## src/rtl/trap_pkg.sv

```systemverilog
package trap_pkg;
    // Privilege encodings (only machine and user exist).
    localparam logic [1:0] PRIV_U = 2'b00;
    localparam logic [1:0] PRIV_M = 2'b11;

    // Control-transfer kinds.
    localparam logic [1:0] XF_JAL    = 2'd0;
    localparam logic [1:0] XF_JALR   = 2'd1;
    localparam logic [1:0] XF_BRANCH = 2'd2;

    // State write selectors.
    localparam logic [1:0] SEL_MEPC   = 2'd0;
    localparam logic [1:0] SEL_UEPC   = 2'd1;
    localparam logic [1:0] SEL_STATUS = 2'd2;

    // Status word bit positions.
    localparam int ST_UIE    = 0;
    localparam int ST_MIE    = 3;
    localparam int ST_UPIE   = 4;
    localparam int ST_MPIE   = 7;
    localparam int ST_MPP_LO = 11;
    localparam int ST_MPP_HI = 12;

    // Exception causes with a special trap value.
    localparam logic [4:0] CAUSE_PC_MISALIGN = 5'd0;
    localparam logic [4:0] CAUSE_ILLEGAL     = 5'd2;

    // Action chosen in one cycle.
    localparam logic [2:0] ACT_NONE = 3'd0;
    localparam logic [2:0] ACT_EXC  = 3'd1;
    localparam logic [2:0] ACT_IRQ  = 3'd2;
    localparam logic [2:0] ACT_MRET = 3'd3;
    localparam logic [2:0] ACT_URET = 3'd4;
    localparam logic [2:0] ACT_XFER = 3'd5;
    localparam logic [2:0] ACT_CSR  = 3'd6;
endpackage

```

## src/rtl/xfer_target_check.sv

```systemverilog
// Computes the target of a control transfer and flags misalignment.
// Assumes ALIGN_LOG2 >= 1. The indirect jump clears target bit 0
// before the check; the direct kinds check the offset itself.
module xfer_target_check
    import trap_pkg::*;
#(
    parameter int XLEN       = 32,
    parameter int ALIGN_LOG2 = 1
) (
    input  logic [1:0]      kind,
    input  logic [XLEN-1:0] pc,
    input  logic [XLEN-1:0] base,
    input  logic [XLEN-1:0] imm,
    output logic [XLEN-1:0] target,
    output logic            misaligned
);
    logic [XLEN-1:0] ind_sum;
    logic [XLEN-1:0] probe;

    // Target selection and the value whose low bits are checked.
    always_comb begin
        ind_sum = base + imm;
        if (kind == XF_JALR) begin
            target = {ind_sum[XLEN-1:1], 1'b0};
            probe  = target;
        end else begin
            target = pc + imm;
            probe  = imm;
        end
        misaligned = |probe[ALIGN_LOG2-1:0];
    end
endmodule

```

## src/rtl/tval_select.sv

```systemverilog
// Chooses the trap value for an exception from its cause code.
// Assumes XLEN >= 32 so an instruction word fits unextended.
module tval_select
    import trap_pkg::*;
#(
    parameter int XLEN = 32
) (
    input  logic [4:0]      cause,
    input  logic [XLEN-1:0] pc,
    input  logic [31:0]     instr,
    input  logic [XLEN-1:0] fault,
    output logic [XLEN-1:0] tval
);
    // Cause-dependent trap value, compressed-aware for illegal words.
    always_comb begin
        case (cause)
            CAUSE_PC_MISALIGN: tval = pc;
            CAUSE_ILLEGAL: begin
                if (instr[1:0] == 2'b11) tval = XLEN'(instr);
                else                     tval = XLEN'(instr[15:0]);
            end
            default:           tval = fault;
        endcase
    end
endmodule

```

## src/rtl/hart_status.sv

```systemverilog
// Holds privilege, status fields, exception PCs, trap value, cause and
// the stored fault data. Applies exactly one action per cycle as chosen
// by the sequencer; the action inputs are assumed mutually consistent.
module hart_status
    import trap_pkg::*;
#(
    parameter int XLEN       = 32,
    parameter int ALIGN_LOG2 = 1
) (
    input  logic            clk,
    input  logic            rst_n,
    input  logic [2:0]      act,
    input  logic [4:0]      trap_cause,
    input  logic [XLEN-1:0] epc_value,
    input  logic [XLEN-1:0] tval_value,
    input  logic [1:0]      csr_sel,
    input  logic [XLEN-1:0] csr_wdata,
    input  logic            fault_set,
    input  logic [XLEN-1:0] fault_value,
    output logic [1:0]      priv_o,
    output logic [XLEN-1:0] status_o,
    output logic [XLEN-1:0] mepc_o,
    output logic [XLEN-1:0] uepc_o,
    output logic [XLEN-1:0] mtval_o,
    output logic [XLEN-1:0] mcause_o,
    output logic [XLEN-1:0] fault_o
);
    localparam logic [XLEN-1:0] PC_MASK = ~XLEN'((1 << ALIGN_LOG2) - 1);

    logic [1:0]      priv_q, mpp_q;
    logic            mie_q, mpie_q, uie_q, upie_q;
    logic [XLEN-1:0] mepc_q, uepc_q, mtval_q, mcause_q, fault_q;
    logic            is_trap;

    assign is_trap = (act == ACT_EXC) || (act == ACT_IRQ);

    // Privilege and status-field stack updates.
    always_ff @(posedge clk) begin
        if (!rst_n) begin
            priv_q <= PRIV_M;
            mpp_q  <= PRIV_M;
            mie_q  <= 1'b0;
            mpie_q <= 1'b0;
            uie_q  <= 1'b0;
            upie_q <= 1'b0;
        end else begin
            case (act)
                ACT_EXC, ACT_IRQ: begin
                    mpie_q <= mie_q;
                    mie_q  <= 1'b0;
                    mpp_q  <= priv_q;
                    priv_q <= PRIV_M;
                end
                ACT_MRET: begin
                    priv_q <= mpp_q;
                    mpp_q  <= PRIV_U;
                    mie_q  <= mpie_q;
                    mpie_q <= 1'b1;
                end
                ACT_URET: begin
                    priv_q <= PRIV_U;
                    uie_q  <= upie_q;
                    upie_q <= 1'b1;
                end
                ACT_CSR: begin
                    if (csr_sel == SEL_STATUS) begin
                        uie_q  <= csr_wdata[ST_UIE];
                        mie_q  <= csr_wdata[ST_MIE];
                        upie_q <= csr_wdata[ST_UPIE];
                        mpie_q <= csr_wdata[ST_MPIE];
                        mpp_q  <= (csr_wdata[ST_MPP_HI:ST_MPP_LO] == PRIV_M) ? PRIV_M : PRIV_U;
                    end
                end
                default: ;
            endcase
        end
    end

    // Exception PCs, trap value and cause registers.
    always_ff @(posedge clk) begin
        if (!rst_n) begin
            mepc_q   <= '0;
            uepc_q   <= '0;
            mtval_q  <= '0;
            mcause_q <= '0;
        end else begin
            if (is_trap) begin
                mepc_q   <= epc_value & PC_MASK;
                mcause_q <= {(act == ACT_IRQ), {(XLEN-6){1'b0}}, trap_cause};
            end
            if (act == ACT_EXC) mtval_q <= tval_value;
            if (act == ACT_CSR && csr_sel == SEL_MEPC) mepc_q <= csr_wdata & PC_MASK;
            if (act == ACT_CSR && csr_sel == SEL_UEPC) uepc_q <= csr_wdata & PC_MASK;
        end
    end

    // Stored fault data: loaded on request, cleared by every exception.
    always_ff @(posedge clk) begin
        if (!rst_n)               fault_q <= '0;
        else if (act == ACT_EXC)  fault_q <= '0;
        else if (fault_set)       fault_q <= fault_value;
    end

    // Output assembly.
    always_comb begin
        status_o                      = '0;
        status_o[ST_UIE]              = uie_q;
        status_o[ST_MIE]              = mie_q;
        status_o[ST_UPIE]             = upie_q;
        status_o[ST_MPIE]             = mpie_q;
        status_o[ST_MPP_HI:ST_MPP_LO] = mpp_q;
    end
    assign priv_o   = priv_q;
    assign mepc_o   = mepc_q;
    assign uepc_o   = uepc_q;
    assign mtval_o  = mtval_q;
    assign mcause_o = mcause_q;
    assign fault_o  = fault_q;

    assert_trap_enter_R2: assert property (@(posedge clk) disable iff (!rst_n)
        is_trap |=> (priv_q == PRIV_M) && !mie_q && (mpie_q == $past(mie_q)) && (mpp_q == $past(priv_q)));

    assert_mret_pop_R9: assert property (@(posedge clk) disable iff (!rst_n)
        (act == ACT_MRET) |=> (priv_q == $past(mpp_q)) && (mie_q == $past(mpie_q)) && mpie_q && (mpp_q == PRIV_U));

    assert_uret_pop_R10: assert property (@(posedge clk) disable iff (!rst_n)
        (act == ACT_URET) |=> (priv_q == PRIV_U) && (uie_q == $past(upie_q)) && upie_q);

    assert_fault_clear_R6: assert property (@(posedge clk) disable iff (!rst_n)
        (act == ACT_EXC) |=> (fault_q == '0));

    assert_epc_masked_R12: assert property (@(posedge clk) disable iff (!rst_n)
        (act == ACT_CSR && csr_sel == SEL_MEPC) |=> (mepc_q == ($past(csr_wdata) & PC_MASK)));
endmodule

```

## src/rtl/trap_sequencer.sv

```systemverilog
// Trap entry / return sequencer. Picks one request per cycle
// (exception > interrupt > return > transfer > state write), turns
// misaligned transfers and over-privileged returns into exceptions,
// and registers the redirect, link write and all state outputs.
// Assumes XLEN >= 32 and ALIGN_LOG2 >= 1.
module trap_sequencer
    import trap_pkg::*;
#(
    parameter int XLEN       = 32,
    parameter int ALIGN_LOG2 = 1
) (
    input  logic            clk,
    input  logic            rst_n,
    input  logic [XLEN-1:0] cur_pc,
    input  logic [XLEN-1:0] next_pc_in,
    input  logic [XLEN-1:0] trap_base,
    input  logic            exc_req,
    input  logic [4:0]      exc_cause,
    input  logic [31:0]     instr_word,
    input  logic            fault_set,
    input  logic [XLEN-1:0] fault_value,
    input  logic            irq_req,
    input  logic [4:0]      irq_cause,
    input  logic            ret_req,
    input  logic            ret_mode,
    input  logic            xfer_req,
    input  logic [1:0]      xfer_kind,
    input  logic            xfer_taken,
    input  logic            xfer_link,
    input  logic [XLEN-1:0] xfer_base,
    input  logic [XLEN-1:0] xfer_imm,
    input  logic            csr_we,
    input  logic [1:0]      csr_sel,
    input  logic [XLEN-1:0] csr_wdata,
    output logic            redirect,
    output logic [XLEN-1:0] next_pc,
    output logic            link_we,
    output logic [XLEN-1:0] link_value,
    output logic [1:0]      priv,
    output logic [XLEN-1:0] mstatus,
    output logic [XLEN-1:0] mepc,
    output logic [XLEN-1:0] uepc,
    output logic [XLEN-1:0] mtval,
    output logic [XLEN-1:0] mcause
);
    logic [XLEN-1:0] xf_target, tval_w, fault_w;
    logic            xf_misal, xf_active, ret_illegal;
    logic [1:0]      ret_level;
    logic [2:0]      act;
    logic [4:0]      sel_cause;
    logic            redirect_q, link_we_q;
    logic [XLEN-1:0] next_pc_q, link_value_q;

    xfer_target_check #(.XLEN(XLEN), .ALIGN_LOG2(ALIGN_LOG2)) u_xfer (
        .kind(xfer_kind), .pc(cur_pc), .base(xfer_base), .imm(xfer_imm),
        .target(xf_target), .misaligned(xf_misal)
    );

    tval_select #(.XLEN(XLEN)) u_tval (
        .cause(sel_cause), .pc(cur_pc), .instr(instr_word), .fault(fault_w), .tval(tval_w)
    );

    hart_status #(.XLEN(XLEN), .ALIGN_LOG2(ALIGN_LOG2)) u_status (
        .clk(clk), .rst_n(rst_n), .act(act), .trap_cause(sel_cause),
        .epc_value((act == ACT_IRQ) ? next_pc_in : cur_pc),
        .tval_value(tval_w), .csr_sel(csr_sel), .csr_wdata(csr_wdata),
        .fault_set(fault_set), .fault_value(fault_value),
        .priv_o(priv), .status_o(mstatus), .mepc_o(mepc), .uepc_o(uepc),
        .mtval_o(mtval), .mcause_o(mcause), .fault_o(fault_w)
    );

    assign ret_level   = ret_mode ? PRIV_M : PRIV_U;
    assign ret_illegal = ret_level > priv;
    assign xf_active   = (xfer_kind != XF_BRANCH) || xfer_taken;

    // Request arbitration and conversion of faulting requests into exceptions.
    always_comb begin
        act       = ACT_NONE;
        sel_cause = exc_cause;
        if (exc_req) begin
            act = ACT_EXC;
        end else if (irq_req) begin
            act       = ACT_IRQ;
            sel_cause = irq_cause;
        end else if (ret_req) begin
            if (ret_illegal) begin
                act       = ACT_EXC;
                sel_cause = CAUSE_ILLEGAL;
            end else begin
                act = ret_mode ? ACT_MRET : ACT_URET;
            end
        end else if (xfer_req) begin
            if (xf_active && xf_misal) begin
                act       = ACT_EXC;
                sel_cause = CAUSE_PC_MISALIGN;
            end else if (xf_active) begin
                act = ACT_XFER;
            end
        end else if (csr_we) begin
            act = ACT_CSR;
        end
    end

    // Registered redirect and link-write outputs.
    always_ff @(posedge clk) begin
        if (!rst_n) begin
            redirect_q   <= 1'b0;
            next_pc_q    <= '0;
            link_we_q    <= 1'b0;
            link_value_q <= '0;
        end else begin
            redirect_q <= (act != ACT_NONE) && (act != ACT_CSR);
            link_we_q  <= (act == ACT_XFER) && (xfer_kind != XF_BRANCH) && xfer_link;
            case (act)
                ACT_EXC, ACT_IRQ: next_pc_q <= trap_base;
                ACT_MRET:         next_pc_q <= mepc;
                ACT_URET:         next_pc_q <= uepc;
                ACT_XFER:         next_pc_q <= xf_target;
                default:          ;
            endcase
            if (act == ACT_XFER) link_value_q <= cur_pc + XLEN'(4);
        end
    end

    assign redirect   = redirect_q;
    assign next_pc    = next_pc_q;
    assign link_we    = link_we_q;
    assign link_value = link_value_q;

    assert_misalign_no_link_R7: assert property (@(posedge clk) disable iff (!rst_n)
        (xfer_req && !exc_req && !irq_req && !ret_req && xf_active && xf_misal)
        |=> !link_we && redirect && (mcause == '0) && (next_pc == $past(trap_base)));

    assert_bad_ret_trap_R11: assert property (@(posedge clk) disable iff (!rst_n)
        (ret_req && !exc_req && !irq_req && ret_illegal)
        |=> (mcause == XLEN'(CAUSE_ILLEGAL)) && (priv == PRIV_M) && redirect);

    assert_exc_first_R13: assert property (@(posedge clk) disable iff (!rst_n)
        exc_req |=> (mcause == XLEN'($past(exc_cause))) && !link_we);
endmodule

```

## config.mk

```make
export PLATFORM = sky130hd
export DESIGN_NAME = trap_sequencer
export DESIGN_NICKNAME = d
export VERILOG_FILES = /design/src/rtl/trap_pkg.sv /design/src/rtl/xfer_target_check.sv /design/src/rtl/tval_select.sv /design/src/rtl/hart_status.sv /design/src/rtl/trap_sequencer.sv
export SDC_FILE = /design/constraint.sdc
export NUM_CORES = 1
export LEC_CHECK = 0
export CORE_AREA = 2 2 197 199
export CTS_CLUSTER_SIZE = 8
export DETAILED_ROUTE_END_ITERATION = 7
export DIE_AREA = 0 0 199 201
export PLACE_DENSITY = 0.65
export RECOVER_POWER = 50
export REMOVE_ABC_BUFFERS = 1
export SYNTH_ARGS = -nofsm -noshare
export SYNTH_HDL_FRONTEND = slang
export SYNTH_SLANG_ARGS = --single-unit
export TNS_END_PERCENT = 30
```

## constraint.sdc

```tcl
create_clock -name clk -period 2.8 [get_ports clk]
set_clock_uncertainty 0.05 [all_clocks]
set_input_delay 0.56 -clock clk [delete_from_list [all_inputs] [get_ports clk]]
set_output_delay 0.56 -clock clk [all_outputs]
set_load 0.02 [all_outputs]
```

Yosys cells after proc, flatten, opt, wreduce, memory -nomap -nowiden
Cells that the tools add are included.
{"block": "word_totals", "rom_bits": 0, "latch_bits": 0, "n_memories": 0, "wordCells": 91, "in_bits": 281, "ramBits": 0, "reg_bits": 206, "out_inout_bits": 228}
{"block": "op_classes", "n_eq_ne": 15, "n_shift": 0, "mul": 0, "muxes": 36, "reduce_logical": 20, "addsub": 3, "bitwise_logic": 1, "magnitude_cmp": 1, "div": 0}
{"operator": "two-way mux 32 bit", "count": 5}
{"operator": "case mux 32 bit (4 select lines)", "count": 1}
{"operator": "adder 32 bit", "count": 2}
{"operator": "case mux 32 bit (2 select lines)", "count": 1}
{"operator": "adder 32 x 3 -> 32 bit, second input constant", "count": 1}
{"operator": "two-way mux 5 bit", "count": 6}
{"operator": "two-way mux 3 bit", "count": 9}
{"operator": "case mux 2 bit (3 select lines)", "count": 2}
{"operator": "== test 3 bit, second input constant", "count": 3}
{"operator": "nonzero test 3 bit", "count": 3}
{"operator": "== test 2 bit, second input constant", "count": 3}
{"operator": "== test 3 x 2 -> 1 bit, second input constant", "count": 2}
{"operator": "logical AND 1 bit", "count": 6}
{"operator": "two-way mux 2 bit", "count": 3}
{"operator": "case mux 1 bit (3 select lines)", "count": 2}
{"operator": "== test 5 x 2 -> 1 bit, second input constant", "count": 1}
{"operator": "zero test 5 bit", "count": 1}
{"operator": "two-way mux 1 bit", "count": 5}
{"operator": "== test 2 x 1 -> 1 bit, second input constant", "count": 2}
{"operator": "case mux 1 bit (2 select lines)", "count": 2}
{"operator": "AND reduction 2 bit", "count": 2}
{"operator": "nonzero test 2 bit", "count": 2}
{"operator": "nonzero test 4 bit", "count": 1}
{"operator": "OR reduction 2 bit", "count": 2}
{"operator": "other kinds (8)", "count": 9}

Depth between registers and ports, before layout
{"block": "depth", "word_depth": 12, "mapped_depth": 13}

Modules after synthesis
From an unflattened synthesis, not the netlist that was laid out.
{"block": "hier_totals", "hier_cells": 1850, "hier_area_um2": 14607.8}
{"mod": "hart_status", "cells_per_inst": 686, "instances": 1, "area_each_um2": 5761.8, "seq_area_each_um2": 2802.7}
{"mod": "trap_sequencer", "cells_per_inst": 530, "instances": 1, "area_each_um2": 4423.0, "seq_area_each_um2": 1321.3}
{"mod": "xfer_target_check", "cells_per_inst": 508, "instances": 1, "area_each_um2": 3574.7, "seq_area_each_um2": 0.0}
{"mod": "tval_select", "cells_per_inst": 126, "instances": 1, "area_each_um2": 848.3, "seq_area_each_um2": 0.0}

Least setup slack after synthesis
OpenSTA, ideal clock, no wires.
{"block": "synth_timing", "path_type": "input to register", "startpoint": "input cur_pc[0]", "endpoint": "register next_pc_q[22] (netlist: next_pc[22])", "required_time_ns": 2.630, "cell_stages": 12, "setup_ns": 0.120, "setup_slack_ns": -0.170, "n_path_buf": 0, "arrival_time_ns": 2.799, "cell_sequence": "ha_1 inv_1 fa_1 nand2b_1 a21oi_1 o41a_1 a21bo_2 a21oi_1 a2bb2oi_1 mux2_2 a21oi_1 a21oi_1"}
{"block": "synth_between", "elab_chain_cells": 3}
{"item": "start: declaration", "line": "trap_sequencer.sv:14", "rtl": "input logic [XLEN-1:0] cur_pc,"}
{"item": "adder 32 bit", "line": "xfer_target_check.sv:27", "rtl": "target = pc + imm;"}
{"item": "two-way mux 32 bit", "line": "xfer_target_check.sv:23", "rtl": "if (kind == XF_JALR) begin"}
{"item": "case mux 32 bit (4 select lines)", "line": "trap_sequencer.sv:114", "rtl": "case (act)"}
{"item": "end signal: assignment", "line": "trap_sequencer.sv:115", "rtl": "ACT_EXC, ACT_IRQ: next_pc_q <= trap_base;"}
{"item": "end signal: assignment", "line": "trap_sequencer.sv:116", "rtl": "ACT_MRET: next_pc_q <= mepc;"}
{"item": "end signal: assignment", "line": "trap_sequencer.sv:117", "rtl": "ACT_URET: next_pc_q <= uepc;"}
{"item": "end: declaration", "line": "trap_sequencer.sv:52", "rtl": "logic [XLEN-1:0] next_pc_q, link_value_q;"}
No other way between the ends.
A chain may end at the register's enable or synchronous reset.

Worst setup path in the final report
{"block": "layout_timing", "startpoint": "input xfer_kind[1]", "endpoint": "register u_status.mtval_q[21] (netlist: u_status.mtval_o[21])"}
{"block": "layout_between", "elab_chain_cells": 10, "elab_cells_between_ends": 20}
{"item": "start: declaration", "line": "trap_sequencer.sv:27", "rtl": "input logic [1:0] xfer_kind,"}
{"item": "== test 2 x 1 -> 1 bit / inequality test 2 bit (equally long branches)", "line": "xfer_target_check.sv:23, trap_sequencer.sv:74"}
{"item": "two-way mux 1 bit / logical OR 1 bit (equally long branches)", "line": "xfer_target_check.sv:23, trap_sequencer.sv:74"}
{"item": "logical AND 1 bit", "line": "trap_sequencer.sv:93", "rtl": "if (xf_active && xf_misal) begin"}
{"item": "two-way mux 5 bit", "line": "trap_sequencer.sv:93"}
{"item": "two-way mux 5 bit", "line": "trap_sequencer.sv:92", "rtl": "end else if (xfer_req) begin"}
{"item": "two-way mux 5 bit", "line": "trap_sequencer.sv:85", "rtl": "end else if (ret_req) begin"}
{"item": "two-way mux 5 bit", "line": "trap_sequencer.sv:82", "rtl": "end else if (irq_req) begin"}
{"item": "two-way mux 5 bit", "line": "trap_sequencer.sv:80", "rtl": "if (exc_req) begin"}
{"item": "== test 5 x 2 -> 1 bit / zero test 5 bit (equally long branches)", "line": "tval_select.sv:16", "rtl": "case (cause)"}
{"item": "case mux 32 bit (2 select lines)", "line": "tval_select.sv:16"}
{"item": "end signal: assignment", "line": "hart_status.sv:91", "rtl": "if (act == ACT_EXC) mtval_q <= tval_value;"}
{"item": "end: declaration", "line": "hart_status.sv:32", "rtl": "logic [XLEN-1:0] mepc_q, uepc_q, mtval_q, mcause_q, fault_q;"}
Several ways; a longest one is shown, not always the timed one.

==> impl_metrics.ini <==
[worst_setup_path]
crit_required_ns = 3.19
crit_cells = 15
critPathLaunch = xfer_kind[1]
crit_end = u_status.mtval_o[21]$_SDFFE_PN0P_
timing.rr.end = u_status.mtval_o[21]$_SDFFE_PN0P_
reg2reg_slack_ns = -0.11
cp.arrival_ns = 3.30
cp_common_cell = buf_4
worst_path_max_delay_cell = clkdlybuf4s50_1
cpLargestDelayFamily = buffers and inverters
critical_path_class = primary input to register
critical_path.max_fanout = 4
critPathMaxStageDelay_ns = 0.55
rr_worst_depth = 13
path_buf_inv = 6
crit_chain = clkdlybuf4s50_1 > or3b_4 > a31oi_2 > nor2_2 > nor2_4 > a22o_1 > buf_4 > buf_4 > nor4_4 > buf_6 > clkbuf_16 > buf_4 > nand3_1 > a21oi_1 > a221o_1
end_kind = register
start_kind = primary input
r2r_start = u_status.priv_o[1]$_SDFFE_PN1P_

[logic_synthesis]
synth_area_sq_um = 13300
async_flop_share_pct = 0
ys_ff_latch = 206
avgSynthCellArea_sq_um = 7.78
synth_seq_area_share_pct = 31.1
synth_warnings = 0
synthDistinctLibCells = 79
synth_ff_type = dfxtp_1
syn_inst = 1705
synth_edf_count = 0

[route]
drc = 0
vias_per_cell = 5.47
wl_per_cell_microns = 22.4
ant_nets = 0
wirelength_microns = 66300
drt_iter0_drc = 1408
num_vias = 16200
drt_first_pass_iters = 6

[power_and_ir_drop]
clock_power_share_pct = 33.7
power.total_mw = 9.92
p_int_mw = 6.73
pwr-share-comb_pct = 34.0
switching_power_mw = 3.19
swShare_pct = 32.1
ir_drop_v = 0.000418
p_seq_share_pct = 32.2
p_leak_nw = 9.83
p_per_area_nw_per_um2 = 440

[global_routing]
overflow = 0
first_global_vias = 15900
grt_busiest_layer = met2
grt_pass1_wl_microns = 96300
gr-usage-met3_pct = 5.31
use_met2_pct = 52.6
grt_use_met1_pct = 41.2
grt_max_degree = 43
grtUsageTotal_pct = 31.5
antenna_found_initial = 7

[sta]
fmax_mhz = 344
tns_ns = -1.94
hold_violations = 0
period_minus_slack_ns = 2.91
final.setup.worst_slack_ns = -0.108
timing.final.crit_share_pct = 104
slew_headroom_pct = 31.2
max_slew.worst_pin.slew_ns = 1.03
slew_viol_final = 0
setup_viol = 31
rsz0062_at_grt = true
hold_ws_ns = 0.261

[min_path]
hold_start = cur_pc[1]
hp-class = primary input to register
min_path_cells = 3

[run]
max-cap-violations = 0

[status]
failed_checks = setup timing
status = finished with violations

[final_layout]
drive_gt1_share_pct = 21.8
final.fill_count = 3467
syn_to_final_growth_pct = 69.8
fin_nets = 2784
postLayoutCellArea_sq_um = 22500

[floorplanning]
rows = 72
die_h_microns = 201
start_util_pct = 34.8
ioPinCount = 509
die-area_sq_um = 40000
die_w_microns = 199
core_area_sq_um = 38100

[clocking]
cts_max_level = 1
numCtsBuffers = 30
clockBufferDepth = 3
cts.hold.buffers_added = 0
clk_pin_slew_ns = 0.05
cts_root_buf = clkbuf_16
clock_latency_ns = 0.56
cts.sink_count = 206
cts_tree = built

[placed_design]
placement.cell_area_sq_um = 20600
hpwl_microns = 51500
portBuffers = 453
place_congestion = 1.01
[flip-flops by register name, summed over array words and instances, names as in the netlist]
signal / flops
link_value: 32
next_pc: 32
u_status.fault_o: 32
u_status.mtval_o: 32
u_status.mepc_o: 31
u_status.uepc_o: 31
u_status.mcause_o: 6
u_status.mpp_q: 2
u_status.priv_o: 2
link_we: 1
redirect: 1
u_status.mie_q: 1
u_status.mpie_q: 1
u_status.uie_q: 1
u_status.upie_q: 1
[cell type report]
| cell class | instances | area [sq um] | area share (%) |
|---|---|---|---|
| Inverter | 24 | 92.6 | 0.411 |
| Timing Repair Buffer | 810 | 7620 | 33.8 |
| Multi-Input combinational cell | 1365 | 9220 | 40.9 |
| Sequential cell | 206 | 4130 | 18.3 |
| Clock inverter | 1 | 5.00 | 0.0222 |
| Antenna cell | 5 | 12.5 | 0.0555 |
| Tap cell | 518 | 648 | 2.88 |
| Clock buffer | 36 | 815 | 3.61 |
[cell usage in the layout, fill, tap and decap left out, types with 25 or more instances in the layout]
cell | synthesis | final
o211ai_1 | 27 | 27
a21o_1 | 26 | 26
dfxtp_1 | 206 | 205
a221o_1 | 25 | 25
buf_4 | 58 | 323
xnor2_1 | 42 | 42
dlygate4sd3_1 | 0 | 168
nand2_1 | 231 | 225
ha_4 | 0 | 30
dlymetal6s2s_1 | 0 | 35
clkdlybuf4s50_1 | 0 | 229
nand3_1 | 43 | 41
mux2i_1 | 53 | 53
nor2_1 | 179 | 172
clkbuf_16 | 0 | 34
a21oi_1 | 180 | 163
o21ai_0 | 75 | 70
a211oi_1 | 41 | 38
ha_1 | 64 | 32
xor2_1 | 34 | 34
conb_1 | 1 | 54
a31oi_1 | 29 | 28
[power by group through the flow]
stage / clock network, mW / logic [mW] / registers [mW]
final: 3.35 / 3.38 / 3.20
after global routing: 3.50 / 3.59 / 3.21
after CTS: 3.39 / 3.22 / 3.20
after detailed placement: 0 / 3.12 / 3.25
after global placement: 0 / 3.11 / 3.25
after floorplan: 0 / 1.23 / 3.38
[tightest hold or removal path, cell delays in order]
cell and delay [ns]:
clkbuf_2 0.11, nand2_1 0.09, a21oi_1 0.06
[kinds of logic after synthesis]
| kind of cell | Yosys count | synth area share [%] |
|---|---|---|
| other | 1 | 0.0283 |
| AO/OA/AOI/OAI | 541 | 27.1 |
| multiplexers | 55 | 4.17 |
| buffers and inverters | 187 | 7.09 |
| XOR/XNOR | 76 | 5.02 |
| AND/OR/NAND/NOR | 573 | 19.2 |
| adder cells (fa/ha/maj) | 66 | 6.34 |
| flip-flops | 206 | 31.1 |
[synthesized netlist by cell type, types with 6 or more instances]
cell | count | area [sq um]
a21oi_1 | 180 | 901
inv_1 | 23 | 86.3
o211ai_1 | 27 | 203
buf_1 | 9 | 33.8
ha_1 | 64 | 801
xnor2_1 | 42 | 368
a311o_1 | 14 | 140
a22oi_1 | 22 | 165
clkbuf_1 | 84 | 315
buf_2 | 11 | 55.1
nand3_1 | 43 | 215
a311oi_1 | 6 | 52.6
buf_4 | 58 | 435
nand2_1 | 231 | 867
and3_1 | 12 | 75.1
nor2b_1 | 10 | 62.6
a21o_1 | 26 | 195
mux2i_1 | 53 | 531
nor2_1 | 179 | 672
a221o_1 | 25 | 250
xor2_1 | 34 | 298
a221oi_1 | 24 | 210
nor3_1 | 26 | 130
and2_1 | 12 | 75.1
o21a_1 | 6 | 45.0
nand2b_1 | 14 | 87.6
a211oi_1 | 41 | 308
a222oi_1 | 6 | 60.1
a31oi_1 | 29 | 181
and4_1 | 8 | 70.1
o21bai_1 | 7 | 52.6
o21ai_0 | 75 | 375
dfxtp_1 | 206 | 4120
nand4_1 | 10 | 62.6
[worst min path at each step]
stage / endpoint / slack (ns)
after floorplan: u_status.fault_o[16]$_SDFFE_PP0P_ / 0.41
after global placement: link_value[3]$_SDFFE_PN0P_ / 0.40
after detailed placement: link_value[3]$_SDFFE_PN0P_ / 0.40
after CTS: next_pc[18]$_SDFFE_PN0P_ / 0.33
after global routing: link_value[1]$_SDFFE_PN0P_ / 0.30
final: link_value[1]$_SDFFE_PN0P_ / 0.26
[what timing repair did]
action,CTS,global route
cloned,2,3
buffers inserted,7,9
pin swaps,26,56
resized for setup,76,147
setup endpoints to repair,112,84
[metal layers]
layer,vias up,routed length [microns]
met5,-,13
met4,2,2460
met3,148,5560
met2,765,31100
met1,7735,27200
li1,7574,-
[through the flow]
| step | worst slack (ns) | utilization (%) | instances |
|---|---|---|---|
| detailed placement | -1.02 | 54.0 | 2902 |
| global placement | -1.05 | 54.0 | 2902 |
| global route | -0.209 | 59.1 | 2962 |
| floorplan | -3.02 | - | 1595 |
| CTS | -0.0901 | 57.2 | 2948 |
| finish | -0.108 | 59.1 | 2965 |
(Power assumes the default switching activity.)
